[src/rtl/rxb_flag_ctrl.sv]
module rxb_flag_ctrl (
    input  logic clk,
    input  logic rst_n,
    input  logic active,
    input  logic entry,
    input  logic bypass,
    input  logic ev_loop,
    input  logic ev_err,
    input  logic ce_n,
    input  logic rd_en_n,
    output logic loop_flag,
    output logic loop_oe,
    output logic viol,
    output logic viol_oe
);

    logic ce_q;
    logic sel_q;
    logic loop_q;
    logic viol_q;

    always_ff @(posedge clk or negedge rst_n) begin
        if (!rst_n) begin
            ce_q  <= 1'b0;
            sel_q <= 1'b0;
        end else begin
            ce_q  <= !ce_n;
            sel_q <= !ce_n && !rd_en_n;
        end
    end

    always_ff @(posedge clk or negedge rst_n) begin
        if (!rst_n) begin
            loop_q <= 1'b0;
            viol_q <= 1'b0;
        end else if (entry) begin
            loop_q <= 1'b1;
            viol_q <= 1'b0;
        end else if (!active) begin
            loop_q <= 1'b0;
            viol_q <= 1'b0;
        end else if (bypass) begin
            loop_q <= ev_loop;
            viol_q <= ev_err;
        end else begin
            loop_q <= ev_loop || (loop_q && !ce_q);
            viol_q <= ev_err  || (viol_q && !sel_q);
        end
    end

    assign loop_flag = loop_q && active;
    assign viol      = viol_q && active;
    assign loop_oe   = ce_q && active;
    assign viol_oe   = sel_q && active;

    AST_LOOP_HELD: assert property (@(posedge clk) disable iff (!rst_n)
        (active && !bypass && loop_q && !ce_q) |=> loop_q);
    AST_VIOL_HELD: assert property (@(posedge clk) disable iff (!rst_n)
        (active && !bypass && viol_q && !sel_q) |=> viol_q);
    AST_BYPASS_NO_HOLD: assert property (@(posedge clk) disable iff (!rst_n)
        (active && bypass && !ev_loop && !ev_err) |=> (!loop_q && !viol_q));
    AST_VIOL_OE_SEL: assert property (@(posedge clk) disable iff (!rst_n)
        viol_oe |-> $past(!ce_n && !rd_en_n));

endmodule

[config.mk]
export PLATFORM = sky130hd
export DESIGN_NAME = rxb_flag_ctrl
export DESIGN_NICKNAME = d
export VERILOG_FILES = /design/src/rtl/rxb_flag_ctrl.sv
export SDC_FILE = /design/constraint.sdc
export NUM_CORES = 1
export LEC_CHECK = 0
export CAP_MARGIN = 40
export CORE_AREA = 10 10 47 49
export DETAILED_ROUTE_END_ITERATION = 16
export DIE_AREA = 0 0 57 59
export GPL_ROUTABILITY_DRIVEN = 0
export HOLD_SLACK_MARGIN = 0.1
export SYNTH_ARGS = -nofsm -noshare
export SYNTH_HDL_FRONTEND = slang
export SYNTH_SLANG_ARGS = --single-unit
[constraint.sdc]
create_clock -name clk -period 1.55 [get_ports clk]
set_input_delay 0.31 -clock clk [delete_from_list [all_inputs] [get_ports clk]]
set_output_delay 0.31 -clock clk [all_outputs]
set_load 0.02 [all_outputs]
==> out/metrics.csv <==
stage,metric,value,unit
outcome,status,completed,
clock_network,CTS tree,yes,
clock_network,Root Buffer,clkbuf_4,
worst_setup_path,Setup CP Type,reg -> out,
global_routing,vias in the first global route,199,
pwr,VDD IR max,238,uV
yosys,register area share after synthesis,0.563,
worst_setup_path,CP max FO,2,
yosys,syn nets,24,
pwr,Net Sw Frac,0.216,
floorplan,IO Pins,13,
yosys,synth unique cells,8,
detailed_routing,DR pass1 iterations,2,
timing,unrepaired setup endpoints after global routing,no,
worst_setup_path,reg2reg path depth,2,
pwr,Cell Int Power,0.000228,W
pwr,Clk pwr share,0.443,
timing,Layout Skew,0.0000328,ns
pwr,P_leak,0.174,nW
worst_setup_path,Worst setup EP type,primary output,
floorplan,die area,3360,um2
clock_network,Worst-Skew Late Latency,0.23,ns
timing,Hold WS,0.281,ns
worst_setup_path,"CP delay by family, top",flip-flops,
yosys,Yosys reg bits,4,
worst_setup_path,Max stage delay on crit path,0.38,ns
timing,final worst path period need,1.35,ns
pwr,Logic pwr share,0.169,
pwr,PD cells,849,nW/um2
detailed_routing,drc violations,0,
timing,"Slew Viols, Final",0,
worst_setup_path,CP startpoint,sel_q,
timing,Fmax,0.740,GHz
placement,number of port buffers,12,
worst_setup_path,CP startpoint kind,register,
global_routing,GRT Residual Overflow,0,
yosys,post-synthesis simple-gate area fraction,0.289,
worst_setup_path,CP Cell Sequence,"and2_2, clkdlybuf4s15_2",
worst_setup_path,Worst R2R End,loop_q,
timing,Max-slew headroom,0.843,
worst_setup_path,Reg2Reg Launch Point,loop_q,
yosys,share of the synthesized area in the top cell type,0.563,
detailed_routing,DRT antenna net count,0,
global_routing,Total Routing Usage GR,0.0342,
global_routing,first-pass GRT wire length,828,um
global_routing,largest net degree at the start of global routing,6,
floorplan,Starting Density,0.127,
yosys,Mapped Avg Cell Area,11.8,um2
timing,Final Worst Setup Slack,0.199,ns
clock_network,CTS H-tree lvls,1,
yosys,Synth Area in XOR/XNOR,0,
detailed_routing,Via Count,159,
floorplan,cell row count,14,
detailed_routing,WL per Instance,10.5,um
clock_network,CTS buffer count,3,
yosys,Gate Count Post-Synth,15,
clock_network,Num Clock Sinks,4,
final_layout,diode count,0,
timing,endpoints failing hold,0,
yosys,Yosys warnings,0,
min_path,HP Class,in -> async,
yosys,cell taking the most area after synthesis,dfrtp_1,
final_layout,"commonest cells after routing, fill and taps aside","clkdlybuf4s50_1 (7), and2_2 (4), dfrtp_1 (4), clkbuf_4 (3)",
timing,pin slew with the least headroom to its limit,0.232,ns
floorplan,die span in y,59,um
final_layout,Fill cells,162,
yosys,mux share of post-synthesis cell area,0,
yosys,Synth Area in Adders,0,
floorplan,core area,1400,um2
final_layout,"most common cell after layout, fill and taps aside",clkdlybuf4s50_1,
worst_setup_path,Required @ worst endpoint,1.24,ns
global_routing,initial antenna violation count,0,
timing,final-report setup violation count,0,
final_layout,share of post-route cells with drive strength above 1,0.387,
worst_setup_path,R2R setup slack,0.68,ns
placement,dpl ws,-0.343,ns
final_layout,P&R area growth vs syn,93.0,%
detailed_routing,vias per inst,3.38,
pwr,Psw,0.0000630,W
yosys,Synth Cell Area,178,um2
worst_setup_path,"Slowest-stage cell, CP",dfrtp_1,
floorplan,Die W,57,um
clock_network,hold_buf cts,0,
worst_setup_path,critical path depth,2,
placement,Final HPWL DP,416,um
yosys,main combinational cell family by area after synthesis,simple AND/OR/NAND/NOR gates,
yosys,post-synthesis compound-gate area fraction,0.106,
clock_network,clock buffer depth,2,
clock_network,clk slew on worst S/H paths,0.04,ns
worst_setup_path,Bufs and invs on worst path,1,
job,max cap viols,0,
worst_setup_path,CP arrival,1.04,ns
detailed_routing,First DRT Iteration DRCs,2,
worst_setup_path,critical path capture point,viol_oe,
final_layout,nets,42,
timing,period utilization,0.872,
yosys,Synth area leaders,"dfrtp_1 (56%), and2_2 (17%), nor4bb_1 (5.6%), o211a_1 (5.6%), a211o_1 (4.9%)",
pwr,Reg power frac,0.388,
detailed_routing,total wire length,492,um
==> kinds of logic after synthesis <==
family                 count (synthesis)
flip-flops                             4
buffers and inverters                  2
AND/OR/NAND/NOR                        7
AO/OA/AOI/OAI                          2
==> area by class of cell <==
type	instances	area, um2	area share
Timing Repair Buffer	13	123	0.358
Sequential cell	4	100	0.292
Multi-Input combinational cell	9	70.1	0.204
Clock buffer	3	22.5	0.0657
Tap cell	16	20.0	0.0584
Inverter	2	7.51	0.0219
==> cells in the mapped netlist, drive strengths merged <==
library cell,n
a211o,1
and2,4
dfrtp,4
inv,2
nor2,1
nor3b,1
nor4bb,1
o211a,1
==> repair_timing <==
item | 4_1_cts | 5_1_grt
buffers inserted | 0 | 0
endpoints found under the setup margin | 4 | 2
resized for setup | 14 | 1
==> power by group through the flow <==
stage / logic [W] / clock network (W) / registers [W]
global route: 0.0000544 / 0.000144 / 0.000114
detailed placement: 0.0000543 / 0 / 0.000114
global placement: 0.0000540 / 0 / 0.000114
floorplan: 0.0000172 / 0 / 0.000113
CTS: 0.0000509 / 0.000139 / 0.000113
finish: 0.0000492 / 0.000129 / 0.000113
==> worst register-to-register path, cell delays in order (launching register included) <==
cell	delay [ns]
dfrtp_1	0.36
nor4bb_1	0.14
a211o_1	0.26
==> routing by layer <==
metal  up-vias  GRT usage  wire length [um]
met3         0     0.0386               101
met5         -          0                 0
met1        66     0.0371               198
li1         83          -                 -
met4         0     0.0302                 0
met2        10     0.0326               192
==> how the worst min path moves through the flow <==
stage / startpoint / cells after the start / endpoint / slack, ns
2_1_floorplan: rst_n / 0 / ce_q / 0.01
3_3_place_gp: rst_n / 1 / viol_q / 0.53
3_5_place_dp: rst_n / 1 / viol_q / 0.53
4_1_cts: rst_n / 1 / viol_q / 0.28
5_1_grt: rst_n / 1 / loop_q / 0.28
6_report: rst_n / 1 / sel_q / 0.28
==> flip-flops by register name, indices dropped and copies added, names as in the netlist <==
| name | count |
|---|---|
| loop_q | 1 |
| viol_q | 1 |
| ce_q | 1 |
| sel_q | 1 |
==> through the flow <==
stage	area (um2)	util	cells	total power, W	TNS, ns
floorplan	178	-	15	0.000131	0
global placement	325	0.232	44	0.000168	-1.35
detailed placement	325	0.232	44	0.000169	-1.34
CTS	340	0.243	47	0.000303	0
global route	343	0.245	47	0.000313	0
finish	343	0.245	47	0.000291	0
No activity file was read; power rests on OpenSTA's default activity.
